**config.mk**
```make
export PLATFORM = sky130hd
export DESIGN_NAME = rename_history
export DESIGN_NICKNAME = d
export VERILOG_FILES = /design/src/rtl/rh_pkg.sv /design/src/rtl/rh_ring.sv /design/src/rtl/rh_scan.sv /design/src/rtl/rename_history.sv
export SDC_FILE = /design/constraint.sdc
export NUM_CORES = 1
export LEC_CHECK = 0
export BUFFER_PORTS_ARGS = -buffer_cell sky130_fd_sc_hd__buf_2
export CORE_ASPECT_RATIO = 1.1
export CORE_MARGIN = 2
export CORE_UTILIZATION = 35
export DETAILED_ROUTE_END_ITERATION = 10
export PLACE_DENSITY = 0.61
export SLEW_MARGIN = 20
export SYNTH_ARGS = -nofsm -noshare
export SYNTH_HDL_FRONTEND = slang
export SYNTH_SLANG_ARGS = --single-unit
```
**constraint.sdc**
```tcl
create_clock -name clk -period 21.3 [get_ports clk]
set_clock_uncertainty 0.2 [all_clocks]
set_input_delay 4.26 -clock clk [delete_from_list [all_inputs] [get_ports clk]]
set_output_delay 4.26 -clock clk [all_outputs]
set_load 0.01 [all_outputs]
```
**src/rtl/rh_pkg.sv**
```systemverilog
package rh_pkg;
  localparam int SEQ_W  = 16;
  localparam int ARCH_W = 5;
  localparam int PHYS_W = 7;

  typedef struct packed {
    logic [SEQ_W-1:0]  seq;
    logic [ARCH_W-1:0] arch;
    logic [PHYS_W-1:0] new_p;
    logic [PHYS_W-1:0] prev_p;
  } rec_t;
endpackage

```
**src/rtl/rh_ring.sv**
```systemverilog
module rh_ring
  import rh_pkg::*;
#(
  parameter int DEPTH = 16,
  parameter int WALK  = 2,
  localparam int AW = $clog2(DEPTH),
  localparam int CW = AW + 1
) (
  input  logic                 clk,
  input  logic                 rst_n,
  input  logic                 wr_en,
  input  rec_t                 wr_rec,
  input  logic [CW-1:0]        pop_new,
  input  logic [CW-1:0]        pop_old,
  output logic [CW-1:0]        count,
  output rec_t [WALK-1:0]      newest,
  output rec_t [WALK-1:0]      oldest
);
  rec_t          mem [DEPTH];
  logic [AW-1:0] head, tail;
  logic [CW-1:0] cnt;

  always_ff @(posedge clk) begin
    if (!rst_n) begin
      head <= '0;
      tail <= '0;
      cnt  <= '0;
    end else begin
      if (wr_en) mem[tail] <= wr_rec;
      tail <= tail + AW'(wr_en) - pop_new[AW-1:0];
      head <= head + pop_old[AW-1:0];
      cnt  <= cnt + CW'(wr_en) - pop_new - pop_old;
    end
  end

  generate
    for (genvar i = 0; i < WALK; i++) begin : g_rd
      assign newest[i] = mem[tail - AW'(i + 1)];
      assign oldest[i] = mem[head + AW'(i)];
    end
  endgenerate

  assign count = cnt;


  no_overflow_chk: assert property (@(posedge clk) disable iff (!rst_n)
    wr_en |-> cnt < CW'(DEPTH));

  push_vs_roll_chk: assert property (@(posedge clk) disable iff (!rst_n)
    wr_en |-> pop_new == '0);

  no_underflow_chk: assert property (@(posedge clk) disable iff (!rst_n)
    (pop_new + pop_old) <= cnt);
endmodule

```
**src/rtl/rh_scan.sv**
```systemverilog
module rh_scan
  import rh_pkg::*;
#(
  parameter int WALK = 2,
  parameter int CW   = 5
) (
  input  logic              en,
  input  logic              newer,
  input  logic [SEQ_W-1:0]  bound,
  input  logic [CW-1:0]     avail,
  input  rec_t [WALK-1:0]   recs,
  output logic [WALK-1:0]   take,
  output logic [CW-1:0]     take_n
);
  logic [WALK-1:0] hit;
  logic            run;

  generate
    for (genvar i = 0; i < WALK; i++) begin : g_hit
      assign hit[i] = (CW'(i) < avail) &&
                      (newer ? (recs[i].seq > bound) : (recs[i].seq <= bound));
    end
  endgenerate

  always_comb begin
    run    = en;
    take_n = '0;
    for (int i = 0; i < WALK; i++) begin
      run     = run & hit[i];
      take[i] = run;
      take_n  = take_n + CW'(run);
    end
  end
endmodule

```
**src/rtl/rename_history.sv**
```systemverilog
module rename_history
  import rh_pkg::*;
#(
  parameter int DEPTH    = 16,
  parameter int WALK     = 2,
  parameter int INT_REGS = 48,
  parameter int FP_REGS  = 48
) (
  input  logic                   clk,
  input  logic                   rst_n,
  input  logic                   push_valid,
  output logic                   push_ready,
  input  logic [SEQ_W-1:0]       push_seq,
  input  logic [ARCH_W-1:0]      push_arch,
  input  logic [PHYS_W-1:0]      push_new,
  input  logic [PHYS_W-1:0]      push_prev,
  output logic                   sb_clr_vld,
  output logic [PHYS_W-1:0]      sb_clr_reg,
  input  logic                   squash_valid,
  input  logic [SEQ_W-1:0]       squash_seq,
  input  logic                   commit_valid,
  input  logic [SEQ_W-1:0]       commit_seq,
  input  logic                   recovering,
  output logic [WALK-1:0]        map_vld,
  output logic [WALK*ARCH_W-1:0] map_arch,
  output logic [WALK*PHYS_W-1:0] map_phys,
  output logic [WALK-1:0]        ret_vld,
  output logic [WALK*PHYS_W-1:0] ret_reg,
  output logic [WALK-1:0]        rdy_vld,
  output logic [WALK*PHYS_W-1:0] rdy_reg,
  output logic                   full,
  output logic                   rb_busy,
  output logic                   cm_busy
);
  localparam int AW        = $clog2(DEPTH);
  localparam int CW        = AW + 1;
  localparam int MISC_BASE = INT_REGS + FP_REGS;

  logic             rb_q, cm_q, rb_d, cm_d;
  logic [SEQ_W-1:0] rb_tgt, cm_tgt, rb_bound, cm_bound;
  logic             rb_go, cm_start, cm_go, push_fire;
  logic [CW-1:0]    count, rb_n, cm_n;
  logic [WALK-1:0]  rb_take, cm_take;
  rec_t [WALK-1:0]  newest, oldest;
  rec_t             wr_rec;

  assign rb_go    = squash_valid | rb_q;
  assign rb_bound = squash_valid ? squash_seq : rb_tgt;
  assign cm_start = commit_valid && (commit_seq != '0) && !rb_go && !recovering;
  assign cm_go    = (cm_start | cm_q) && !rb_go && !recovering;
  assign cm_bound = cm_start ? commit_seq : cm_tgt;

  assign full       = (count == CW'(DEPTH));
  assign push_ready = !full && !rb_go;
  assign push_fire  = push_valid && push_ready;
  assign sb_clr_vld = push_fire;
  assign sb_clr_reg = push_new;
  assign wr_rec     = '{seq: push_seq, arch: push_arch, new_p: push_new, prev_p: push_prev};

  rh_ring #(.DEPTH(DEPTH), .WALK(WALK)) u_ring (
    .clk(clk), .rst_n(rst_n), .wr_en(push_fire), .wr_rec(wr_rec),
    .pop_new(rb_n), .pop_old(cm_n), .count(count),
    .newest(newest), .oldest(oldest)
  );

  rh_scan #(.WALK(WALK), .CW(CW)) u_roll (
    .en(rb_go), .newer(1'b1), .bound(rb_bound), .avail(count),
    .recs(newest), .take(rb_take), .take_n(rb_n)
  );

  rh_scan #(.WALK(WALK), .CW(CW)) u_retire (
    .en(cm_go), .newer(1'b0), .bound(cm_bound), .avail(count),
    .recs(oldest), .take(cm_take), .take_n(cm_n)
  );

  assign rb_d = rb_go && (rb_n == CW'(WALK)) && (count != CW'(WALK));
  assign cm_d = cm_go && (cm_n == CW'(WALK)) && (count != CW'(WALK));

  always_ff @(posedge clk) begin
    if (!rst_n) begin
      rb_q   <= 1'b0;
      cm_q   <= 1'b0;
      rb_tgt <= '0;
      cm_tgt <= '0;
    end else begin
      rb_q   <= rb_d;
      cm_q   <= cm_d;
      rb_tgt <= rb_bound;
      cm_tgt <= cm_bound;
    end
  end

  assign rb_busy = rb_q;
  assign cm_busy = cm_q;

  generate
    for (genvar i = 0; i < WALK; i++) begin : g_lane
      assign map_vld[i]                  = rb_take[i];
      assign map_arch[i*ARCH_W +: ARCH_W] = newest[i].arch;
      assign map_phys[i*PHYS_W +: PHYS_W] = newest[i].prev_p;
      assign ret_vld[i]                  = rb_take[i] | cm_take[i];
      assign ret_reg[i*PHYS_W +: PHYS_W]  = rb_take[i] ? newest[i].new_p : oldest[i].prev_p;
      assign rdy_vld[i]                  = rb_take[i] && (int'(newest[i].new_p) >= MISC_BASE);
      assign rdy_reg[i*PHYS_W +: PHYS_W]  = newest[i].new_p;
    end
  endgenerate


  empty_squash_chk: assert property (@(posedge clk) disable iff (!rst_n)
    (squash_valid && count == '0) |=> !rb_busy);

  roll_continue_chk: assert property (@(posedge clk) disable iff (!rst_n)
    $rose(rb_busy) |-> $past(map_vld) == {WALK{1'b1}});

  commit_continue_chk: assert property (@(posedge clk) disable iff (!rst_n)
    $rose(cm_busy) |-> ($past(ret_vld) == {WALK{1'b1}} && $past(map_vld) == '0));
endmodule

```
==> results.toml <==
[timing]
grt_setup_unrepaired = "false"
setup_violations = 0
worst-slew-pin-transition_ns = 1.06
period_needed_ns = 13.00
min_period_over_period = 0.610
finalHoldViolations = 0
max_slew_margin = 0.292
fmax_mhz = 76.9
tns_ns = 0
drv_slew = 0
worst_slack_ns = 8.30

[floorplanning]
io_pins = 143
dieArea_sq_mm = 0.102
start_util = 0.353
fp.dieH_um = 335
std_cell_rows = 121
die_x_um = 305
coreArea_sq_mm = 0.0990

[cts]
cts_tree = "done"
post_cts_buffers = 0
cts_sinks = 607
cts_buffers = 68
cts_resized = 0
cts.path.max_buffers = 3
insertion_delay_ns = 0.63
cts-root-buf = "clkbuf_16"
cts.clk_slew.worst_paths_ns = 0.06
ctsHtreeMaxLevel = 3
postCtsHoldBufs = 0

[finish]
n_fill_cell = 8885
drive_gt1_frac = 0.434
syn_to_final_growth_pct = 12.6
ff_latch_area_sq_mm = 0.0178
fin_cells = 3329
finalInstanceArea_sq_mm = 0.0393
final_common_cell = "edfxtp_1"
multi_input_area_sq_mm = 0.0164
final_nets = 2148
layout_common_cells = "edfxtp_1, mux4_2, buf_2, mux2i_1, ha_1"

[power]
seq_power_share = 0.306
p_int_mw = 2.92
pwr-share-comb = 0.420
ir_worst_vdd_mv = 0.118
switching_share = 0.351
p_sw_mw = 1.58
p_leak_nw = 12.3
power.density_mw_per_mm2 = 114
pwr-share-clk = 0.274

[route]
drt-total-wl_um = 107000
vias = 21100
routedWlPerCell_um = 32.2
dr.first_iter.drc_count = 2622
drcViolationCount = 0
viasPerCell = 6.35
first_pass_iters = 6
antenna_left = 0

[yosys]
synthCells = 1879
syn_area_per_cell_sq_um = 18.6
syn_nets = 2047
synthTopCellsByArea = "edfxtp_1, mux4_2, ha_1"
post-synth-top-area-fraction = 0.481
ys_seq_area_frac = 0.508
yosysTopAreaCell = "edfxtp_1"
yosysUniqueCellTypes = 53
ys_async_sr_fraction = 0
synth_edf_count = 560
synthesis.area_sq_mm = 0.0349
yosys_warnings = 0
ys_ff_latch = 607
ys.flop_type = "edfxtp_1"

[grt]
grt_overflow = 0
grt_pass1_vias = 21600
grt_max_degree = 62
antenna_found_initial = 14
grt.total_usage = 0.209
grt_pass1_wl_um = 154000

[place]
numPortBuffers = 142
placed_cells = 3201
globalplace.congestion = 0.878
place_area_sq_mm = 0.0370
dp_slack_ns = 8.17
hpwl_um = 66100

[worst_setup_path]
start_kind = "input pin"
arrival_ns = 8.54
crit_type = "in2out"
reg2reg_depth = 19
critical_path.endpoint_type = "primary output"
reg2reg_setup_slack_ns = 12.95
critPathRequiredTime_ns = 16.84
worstPathMaxFanout = 17

[hold_path]
whs_path_depth = 2
hold_path.class = "reg2reg"

[run]
drv_cap = 0

[outcome]
status = "complete, no violations"
path summary, 6_finish.rpt:
check	startpoint	end
setup / recovery	commit_seq[0]	ret_vld[1]
hold / removal	u_ring.count[4]	rb_busy
setup reg to reg	u_ring.head[0]	u_ring.count[3]
hold reg to reg	u_ring.count[4]	rb_busy
layer usage:
layer | track usage | part of all wire
met3 | 0.0473 | 0.089
met2 | 0.349 | 0.49
met1 | 0.263 | 0.38
met4 | 0.0868 | 0.039
met5 | 0 | 0.0012
power groups by stage:
stage          Sequential (mW)  Combinational (mW)  Clock [mW]
3_3_place_gp              1.40                1.88           0
2_1_floorplan             1.37                1.26           0
4_1_cts                   1.37                1.90        1.26
6_report                  1.37                1.89        1.23
5_1_grt                   1.38                2.01        1.30
3_5_place_dp              1.40                1.90           0
per-stage QoR:
| step | utilization | power [mW] | hold WS, ns |
|---|---|---|---|
| floorplan | - | 2.63 | 0.286 |
| global placement | 0.373 | 3.27 | 0.315 |
| detailed placement | 0.373 | 3.30 | 0.323 |
| CTS | 0.397 | 4.54 | 0.335 |
| global route | 0.397 | 4.69 | 0.371 |
| finish | 0.397 | 4.50 | 0.332 |
sequential cells by signal (all words and copies together) (netlist names):
| register | flops |
|---|---|
| rb_tgt | 16 |
| cm_tgt | 16 |
| rb_busy | 1 |
| u_ring.head | 4 |
| u_ring.count | 5 |
| cm_busy | 1 |
| u_ring.mem | 560 |
| u_ring.tail | 4 |
cell usage after synthesis, types with 4 or more instances:
master,number
edfxtp_1,560
mux4_2,520
mux2i_1,91
ha_1,90
clkbuf_1,59
a21oi_1,56
buf_2,51
dfxtp_1,47
nand2_1,42
nor2b_1,39
o21ai_0,35
and2_1,32
mux2_2,32
buf_4,29
inv_1,29
nor2_1,15
buf_1,12
nand4_1,12
o221ai_1,12
a21o_1,11
and3_1,11
o22ai_1,10
nor3_1,8
a221oi_1,7
a22oi_1,7
nand3_1,7
xor2_1,7
fa_1,5
a211oi_1,4
nor4_1,4
area by class of cell:
| class | instances | share of cell area |
|---|---|---|
| Sequential cell | 607 | 0.452 |
| Clock buffer | 82 | 0.0473 |
| Clock inverter | 44 | 0.0130 |
| Antenna cell | 2 | 0.000127 |
| Multi-Input combinational cell | 1088 | 0.417 |
| Tap cell | 1291 | 0.0411 |
| Inverter | 30 | 0.00286 |
| Timing Repair Buffer | 185 | 0.0263 |
cells by family (layout without fill, tap and decap cells):
family,after synthesis,in the layout,share of synthesized area
xor gates and xnor gates,12,12,0.00365
adders and majority gates,95,95,0.0351
muxes,643,643,0.372
and+or+nand+nor,178,178,0.0274
AOI/OAI and AO/OA,160,160,0.0285
buffers and inverters,184,341,0.0254
other,0,2,0
DFF,607,607,0.508
worst max-delay path: stages:
cell and delay, ns:
buf_2 0.11, nor4_1 0.52, a41oi_1 0.23, nand2_1 0.74, mux2i_1 0.42, ha_1 0.31
a21o_1 0.16, a21o_1 0.17, a211oi_1 0.25, o21ai_0 0.13, o21ai_0 0.70, nand2b_1 0.12
ha_1 0.22, inv_1 0.06, buf_2 0.12
(Power assumes the default switching activity.)
